===== config.mk =====
export PLATFORM = sky130hd
export DESIGN_NAME = tx_start_trigger
export DESIGN_NICKNAME = d
export VERILOG_FILES = /design/src/rtl/tst_pkg.sv /design/src/rtl/tst_sync.sv /design/src/rtl/tst_launch_edge.sv /design/src/rtl/tst_start_cond.sv /design/src/rtl/tx_start_trigger.sv
export SDC_FILE = /design/constraint.sdc
export NUM_CORES = 1
export LEC_CHECK = 0
export BUFFER_PORTS_ARGS = -buffer_cell sky130_fd_sc_hd__buf_2
export CAP_MARGIN = 20
export CORE_AREA = 2 2 39 41
export CTS_BUF_LIST = sky130_fd_sc_hd__clkbuf_4 sky130_fd_sc_hd__clkbuf_8
export DETAILED_ROUTE_END_ITERATION = 8
export DIE_AREA = 0 0 41 43
export GPL_TIMING_DRIVEN = 0
export PLACE_DENSITY_LB_ADDON = 0.08
export SYNTH_ARGS = -nofsm -noshare
export SYNTH_HDL_FRONTEND = slang
export SYNTH_SLANG_ARGS = --single-unit

===== constraint.sdc =====
create_clock -name clk -period 1.76 [get_ports clk]
set_input_delay 0.264 -clock clk [delete_from_list [all_inputs] [get_ports clk]]
set_output_delay 0.264 -clock clk [all_outputs]
set_load 0.1 [all_outputs]

===== src/rtl/tst_pkg.sv =====
package tst_pkg;
  localparam int MODE_W = 4;
  localparam int CKS_W  = 2;
  localparam int CKO_W  = 3;
  localparam int NUM_SRC = 3;

  localparam logic [MODE_W-1:0] SM_CONT     = 4'd0;
  localparam logic [MODE_W-1:0] SM_RX       = 4'd1;
  localparam logic [MODE_W-1:0] SM_FS_LOW   = 4'd2;
  localparam logic [MODE_W-1:0] SM_FS_HIGH  = 4'd3;
  localparam logic [MODE_W-1:0] SM_FS_FALL  = 4'd4;
  localparam logic [MODE_W-1:0] SM_FS_RISE  = 4'd5;
  localparam logic [MODE_W-1:0] SM_FS_CHG   = 4'd6;
  localparam logic [MODE_W-1:0] SM_FS_EDGE  = 4'd7;

  function automatic logic mode_valid(input logic [MODE_W-1:0] m);
    return m < 4'd8;
  endfunction

  function automatic logic src_valid(input logic [CKS_W-1:0] c);
    return c < 2'(NUM_SRC);
  endfunction

  function automatic logic launch_edge(input logic cur, input logic prev, input logic inv);
    return inv ? (cur & ~prev) : (~cur & prev);
  endfunction

  function automatic logic drives_pin(input logic [CKO_W-1:0] c);
    return c == 3'd1;
  endfunction
endpackage


===== src/rtl/tst_sync.sv =====
module tst_sync #(
  parameter int W      = 4,
  parameter int STAGES = 2
) (
  input  logic         clk,
  input  logic         rst_n,
  input  logic [W-1:0] d,
  output logic [W-1:0] q
);
  logic [W-1:0] stg [STAGES];

  for (genvar s = 0; s < STAGES; s++) begin : g_stage
    if (s == 0) begin : g_first
      always_ff @(posedge clk or negedge rst_n) begin
        if (!rst_n) stg[s] <= '0;
        else        stg[s] <= d;
      end
    end else begin : g_next
      always_ff @(posedge clk or negedge rst_n) begin
        if (!rst_n) stg[s] <= '0;
        else        stg[s] <= stg[s-1];
      end
    end
  end

  assign q = stg[STAGES-1];
endmodule


===== src/rtl/tst_launch_edge.sv =====
module tst_launch_edge
  import tst_pkg::*;
(
  input  logic               clk,
  input  logic               rst_n,
  input  logic [NUM_SRC-1:0] src_sync,
  input  logic [CKS_W-1:0]   clk_sel,
  input  logic               launch_inv,
  output logic               sel_now,
  output logic               sel_prev,
  output logic               strobe
);
  always_comb begin
    sel_now = 1'b0;
    if (src_valid(clk_sel)) sel_now = src_sync[clk_sel];
  end

  always_ff @(posedge clk or negedge rst_n) begin
    if (!rst_n) sel_prev <= 1'b0;
    else        sel_prev <= sel_now;
  end

  assign strobe = src_valid(clk_sel) & launch_edge(sel_now, sel_prev, launch_inv);
endmodule


===== src/rtl/tst_start_cond.sv =====
module tst_start_cond
  import tst_pkg::*;
(
  input  logic              clk,
  input  logic              rst_n,
  input  logic [MODE_W-1:0] mode,
  input  logic              fs_now,
  input  logic              launch_strobe,
  input  logic              rx_evt,
  input  logic              ready,
  input  logic              src_ok,
  output logic              trig,
  output logic              fs_rise,
  output logic              fs_fall,
  output logic              fs_chg_marked
);
  logic fs_prev;
  logic fs_mark;
  logic cond;

  always_ff @(posedge clk or negedge rst_n) begin
    if (!rst_n) begin
      fs_prev <= 1'b0;
      fs_mark <= 1'b0;
    end else begin
      fs_prev <= fs_now;
      if (launch_strobe) fs_mark <= fs_now;
    end
  end

  assign fs_rise       = fs_now & ~fs_prev;
  assign fs_fall       = ~fs_now & fs_prev;
  assign fs_chg_marked = launch_strobe & (fs_now ^ fs_mark);

  always_comb begin
    unique case (mode)
      SM_CONT:    cond = 1'b1;
      SM_RX:      cond = rx_evt;
      SM_FS_LOW:  cond = ~fs_now;
      SM_FS_HIGH: cond = fs_now;
      SM_FS_FALL: cond = fs_fall;
      SM_FS_RISE: cond = fs_rise;
      SM_FS_CHG:  cond = fs_chg_marked;
      SM_FS_EDGE: cond = fs_rise | fs_fall;
      default:    cond = 1'b0;
    endcase
  end

  assign trig = ready & src_ok & mode_valid(mode) & cond;
endmodule


===== src/rtl/tx_start_trigger.sv =====
module tx_start_trigger
  import tst_pkg::*;
#(
  parameter int SYNC_STAGES = 2
) (
  input  logic              clk,
  input  logic              rst_n,
  input  logic [MODE_W-1:0] start_mode,
  input  logic [CKS_W-1:0]  clk_sel,
  input  logic              launch_inv,
  input  logic [CKO_W-1:0]  clk_out_mode,
  input  logic              div_clk,
  input  logic              rx_clk,
  input  logic              tx_clk_pin,
  input  logic              fsync_in,
  input  logic              rx_start_evt,
  input  logic              tx_en,
  input  logic              word_pending,
  input  logic              tx_busy,
  input  logic              xfer_done,
  output logic              start_pulse,
  output logic              launch_strobe,
  output logic              clk_drive_en
);
  localparam int SYNC_W = NUM_SRC + 1;

  logic [SYNC_W-1:0] raw_in;
  logic [SYNC_W-1:0] sync_out;
  logic              sel_now;
  logic              sel_prev;
  logic              src_ok;
  logic              mode_ok;
  logic              tx_ready;
  logic              trig;
  logic              fs_rise;
  logic              fs_fall;
  logic              fs_chg_marked;

  assign raw_in = {fsync_in, tx_clk_pin, rx_clk, div_clk};

  tst_sync #(.W(SYNC_W), .STAGES(SYNC_STAGES)) u_sync (
    .clk(clk), .rst_n(rst_n), .d(raw_in), .q(sync_out)
  );

  tst_launch_edge u_edge (
    .clk(clk), .rst_n(rst_n),
    .src_sync(sync_out[NUM_SRC-1:0]),
    .clk_sel(clk_sel), .launch_inv(launch_inv),
    .sel_now(sel_now), .sel_prev(sel_prev), .strobe(launch_strobe)
  );

  assign src_ok   = src_valid(clk_sel);
  assign mode_ok  = mode_valid(start_mode);
  assign tx_ready = tx_en & word_pending & (~tx_busy | xfer_done) & ~start_pulse;

  tst_start_cond u_cond (
    .clk(clk), .rst_n(rst_n), .mode(start_mode),
    .fs_now(sync_out[NUM_SRC]), .launch_strobe(launch_strobe),
    .rx_evt(rx_start_evt), .ready(tx_ready), .src_ok(src_ok),
    .trig(trig), .fs_rise(fs_rise), .fs_fall(fs_fall),
    .fs_chg_marked(fs_chg_marked)
  );

  always_ff @(posedge clk or negedge rst_n) begin
    if (!rst_n) start_pulse <= 1'b0;
    else        start_pulse <= trig;
  end

  assign clk_drive_en = drives_pin(clk_out_mode);
endmodule


; ---- After elaboration in Yosys (flattened, before gate mapping)
; Cells that the tools add are included.
[word_totals]
regBits = 12
in_bits = 21
[classes]
bitwise_logic = 21
eq_ne = 8
n_mux = 5
n_lt_le_gt_ge = 3
n_reduce_logical = 1
[op_table]
columns = op, n
row1 = == test 4 x 3 -> 1 bit (second input constant), 4
row2 = AND 1 bit, 12
row3 = == test 4 x 2 -> 1 bit (second input constant), 2
row4 = case mux 1 bit (8 select lines), 1
row5 = inverter 1 bit, 6
row6 = == test 4 x 1 -> 1 bit (second input constant), 1
row7 = zero test 4 bit, 1
row8 = less-than comparator 4 bit (second input constant), 1
row9 = == test 3 x 1 -> 1 bit (second input constant), 1
row10 = less-than comparator 2 x 3 -> 1 bit (second input constant), 1
row11 = 2-to-1 mux 1 bit, 3
row12 = binary-select mux 1 bit (select 2 bit), 1
row13 = less-than comparator 2 bit (second input constant), 1
row14 = OR 1 bit, 2
row15 = bitwise XOR 1 bit, 1

; ---- Depth between registers and ports, before layout
[depth]
depth_word = 10
mapped_depth = 6
mapped_depth_nobuf = 6

; ---- Modules after synthesis
; A second synthesis with hierarchy kept.
[unflattened]
cells_unflattened = 50
hier_area_um2 = 594.3
[modules_own_cells]
columns = mod, seq_area_each_um2, area_each_um2, cells_each, instances
row1 = tst_sync, 200.2, 230.2, 12, 1
row2 = tst_start_cond, 50.0, 209.0, 21, 1
row3 = tst_launch_edge, 25.0, 91.3, 11, 1
row4 = tx_start_trigger, 25.0, 63.8, 6, 1

; ---- Least setup slack after synthesis
; No wires, ideal clock.
[synth_timing]
kind = input port to output port
startpoint = input clk_out_mode[1]
endpoint = output clk_drive_en
arrival_ns = 2.476
slack_ns = -0.980
path_buffers = 0
path_stages = 1
path_cell_list = nor3b_1
[synth_via]
elab_chain_cells = 1
[synth_lines]
columns = element, line
row1 = "start, declared", tx_start_trigger.sv:11  ; input logic [CKO_W-1:0] clk_out_mode,
row2 = == test 3 x 1 -> 1 bit, tst_pkg.sv:29  ; return c == 3'd1;
row3 = "end, declared", tx_start_trigger.sv:23  ; output logic clk_drive_en
; No other way between the ends.

; ---- Final worst setup path
[layout_timing]
startpoint = register u_sync.stg, in the netlist u_sync.q[0]
endpoint = output launch_strobe
[layout_via]
elab_chain_cells = 7
word_cells_on_any_way = 8
classes_between = mux: 4 / bitwise: 4
[layout_lines]
columns = element, line
row1 = "start, declared", tst_sync.sv:10  ; logic [W-1:0] stg [STAGES];
row2 = "start signal, assigned by index", tst_sync.sv:21  ; else stg[s] <= stg[s-1];
row3 = binary-select mux 1 bit (select 2 bit) (*), tst_launch_edge.sv:15  ; if (src_valid(clk_sel)) sel_now = src_sync[clk_sel];
row4 = 2-to-1 mux 1 bit (not written as such) (*), tst_launch_edge.sv:15
row5 = 2-to-1 mux 1 bit (*), tst_launch_edge.sv:15
row6 = inverter 1 bit, tst_pkg.sv:25  ; return inv ? (cur & ~prev) : (~cur & prev);
row7 = AND 1 bit, tst_pkg.sv:25
row8 = 2-to-1 mux 1 bit (*), tst_pkg.sv:25
row9 = AND 1 bit (*), tst_launch_edge.sv:23  ; assign strobe = src_valid(clk_sel) & launch_edge(sel_now, sel_prev, launch_inv);
row10 = "end, declared", tx_start_trigger.sv:22  ; output logic launch_strobe,
; Every way passes the cells marked *; elsewhere a longest branch is shown, timed or not. The select of a mux whose other input is x is not followed.

==> impl_metrics.py <==
metrics = {
    "outcome": {
        "status": "completed",
    },
    "yosys": {
        "postSynthCellCount": 44,
        "synth_edf_count": 0,
        "synth.cell_area_um2": 541,
        "synth_area_per_cell_um2": 12.3,
        "yosysWarnings": 0,
        "synth_top_area_cell": "dfrtp_1",
        "synth_commonest_cells": "dfrtp_1 (12), inv_1 (3), nand3b_1 (3)",
        "synth_cell_types": 22,
        "yosysTopAreaCellShare": 0.556,
        "yosysSeqAreaShare": 0.556,
        "synth-async-reset-ratio": 1.00,
        "yosys_most_used_dff": "dfrtp_1",
        "syn_nets": 67,
        "synth_most_common_cell": "dfrtp_1",
        "synth-seq-cells": 12,
        "synth.area.top_cells": "dfrtp_1 (56%), ha_1 (4.6%), nand3b_1 (4.2%)",
    },
    "routing": {
        "initialDrtViolationCount": 0,
        "drtPass1Iterations": 1,
        "vias_per_cell": 4.69,
        "drc": 0,
        "final_antenna_net_count": 0,
        "num_vias": 417,
        "wire_per_inst_um": 10.4,
        "totalWireLength_um": 929,
    },
    "setup_path": {
        "end_kind": "output pin",
        "cp-start-kind": "register",
        "worstPathArrival_ns": 1.46,
        "worstPathRequired_ns": 1.50,
        "path_max_fanout": 3,
        "path_class": "reg -> out",
    },
    "sta": {
        "hold_violations": 0,
        "timing.fmax_mhz": 580,
        "period_needed_ns": 1.72,
        "setup-violations-final": 0,
        "layout_setup_ws_ns": 0.0372,
        "fin_skew_ns": 0.00119,
        "tightest_slew_ns": 0.483,
        "final-max-slew-violation-count": 0,
        "tns_ns": 0,
        "finalCritPeriodShare": 0.979,
        "relSlewSlack": 0.680,
    },
    "pwr": {
        "ir_drop_mv": 0.617,
        "powerDensity_mw_per_mm2": 834,
        "p_leak_uw": 0.000365,
    },
    "global_routing": {
        "grt_antenna_before_repair": 0,
        "grt_overflow": 0,
        "globalRouteTotalUtil": 0.119,
        "grt_pass1_wl_mm": 1.41,
        "grtUsageMet3": 0.0314,
        "met2_usage": 0.175,
        "use_met1": 0.155,
        "grt_pass1_vias": 376,
        "top_usage_layer": "met2",
        "grt_start_max_net_pins": 13,
    },
    "cts": {
        "cts_buffer_depth": 2,
        "clock-sinks": 12,
        "cts_tree": "built",
        "worstSkewPairLatency_ns": 0.26,
        "cts_buffers": 3,
        "htreeDepth": 1,
        "clockRootBuffer": "clkbuf_4",
        "cts.clk_slew.worst_paths_ns": 0.07,
    },
    "place": {
        "dp_slack_ns": -0.0278,
        "hpwl_um": 710,
        "routabilityCongestion": 0.613,
        "numPortBuffers": 23,
        "dpl_cell_area_um2": 682,
    },
    "floorplan": {
        "die_w_um": 41,
        "start_util": 0.391,
        "ios": 24,
        "die_y_um": 43,
        "rows": 14,
        "core_area_mm2": 0.00138,
        "die_area_mm2": 0.00176,
    },
    "cells_and_area": {
        "finalNetCount": 97,
        "layout-drive-gt1-share": 0.438,
        "syn2layout_area_growth_pct": 40.7,
        "insertedDiodeCount": 0,
        "final_util": 0.550,
        "postLayoutCellArea_um2": 761,
    },
    "run": {
        "max_cap_viol_count": 0,
    },
    "hold_path": {
        "hp-class": "in -> reg",
    },
}
registers in the layout, indices dropped and copies added (netlist names):
name	flops
start_pulse	1
u_cond.fs_mark	1
u_sync.stg	4
u_cond.fs_prev	1
u_edge.sel_prev	1
u_sync.q	4
metrics by stage:
step	hold WS (ns)	std cells	power, uW
final	0.103	89	634
after global routing	0.0853	89	665
after CTS	0.0942	88	637
after detailed placement	0.147	83	419
after global placement	0.142	83	416
after floorplan	-0.0316	44	375
area by class of cell:
| cell class | count | area [um2] |
|---|---|---|
| fillers | 122 | 623 |
| well taps | 16 | 20.0 |
| flip-flops and latches | 12 | 300 |
| multi-input cells | 29 | 245 |
| repair buffers | 25 | 148 |
| clock buffers | 4 | 36.3 |
| inverters | 3 | 11.3 |
report_power, final:
part	switching, uW	internal [uW]
combinational	62.6	57.5
clock	82.2	125
sequential	11.7	295
routing by layer:
metal / vias to the layer above / wire, um
met4: 0 / 0
met2: 13 / 472
met1: 184 / 406
met5: - / 0
li1: 220 / -
met3: 0 / 50
cells by family after synthesis:
| group | share of synthesized area |
|---|---|
| AND/OR/NAND/NOR | 0.183 |
| flip-flops | 0.556 |
| AO/OA/AOI/OAI | 0.104 |
| buffers and inverters | 0.0208 |
| multiplexers | 0.0579 |
| XOR/XNOR | 0.0324 |
| adder cells (fa/ha/maj) | 0.0463 |
worst paths after layout:
path                                  endpoint     startpoint  slack (ns)  depth (start not counted)
worst max-delay path             launch_strobe    u_sync.q[0]        0.04                          4
worst min-delay path             u_sync.stg[5]         rx_clk        0.10                          1
worst max register to register  u_cond.fs_mark    u_sync.q[0]        0.20                          5
worst min register to register     u_sync.q[2]  u_sync.stg[6]        0.35                          0
max in group asynchronous       u_cond.fs_mark          rst_n        1.16                          2
min in group asynchronous          u_sync.q[1]          rst_n        0.41                          2
worst max-delay path: stages (launching register included):
cell	delay [ns]
dfrtp_1	0.38
mux2i_2	0.20
nor4bb_2	0.26
a211o_2	0.18
buf_12	0.17
cell usage in the layout (no fill, tap or decap), types with 2 or more instances in the layout:
cell type,Yosys,final
inv_1,3,3
nor2b_1,2,2
ha_1,2,2
nand3b_1,3,3
clkbuf_4,0,3
o2bb2ai_1,2,2
nor4b_1,2,2
dfrtp_1,12,12
o21ai_0,2,2
buf_2,0,22
repair_timing:
| action | CTS | global route |
|---|---|---|
| gates resized for setup | 4 | 2 |
| buffers inserted | 0 | 1 |
| pin swaps | 1 | 1 |
| endpoints found under the hold margin | 12 | 0 |
| endpoints found under the setup margin | 1 | 1 |
| hold buffers | 1 | 0 |
Note: power is estimated with default switching activity, not from simulation.
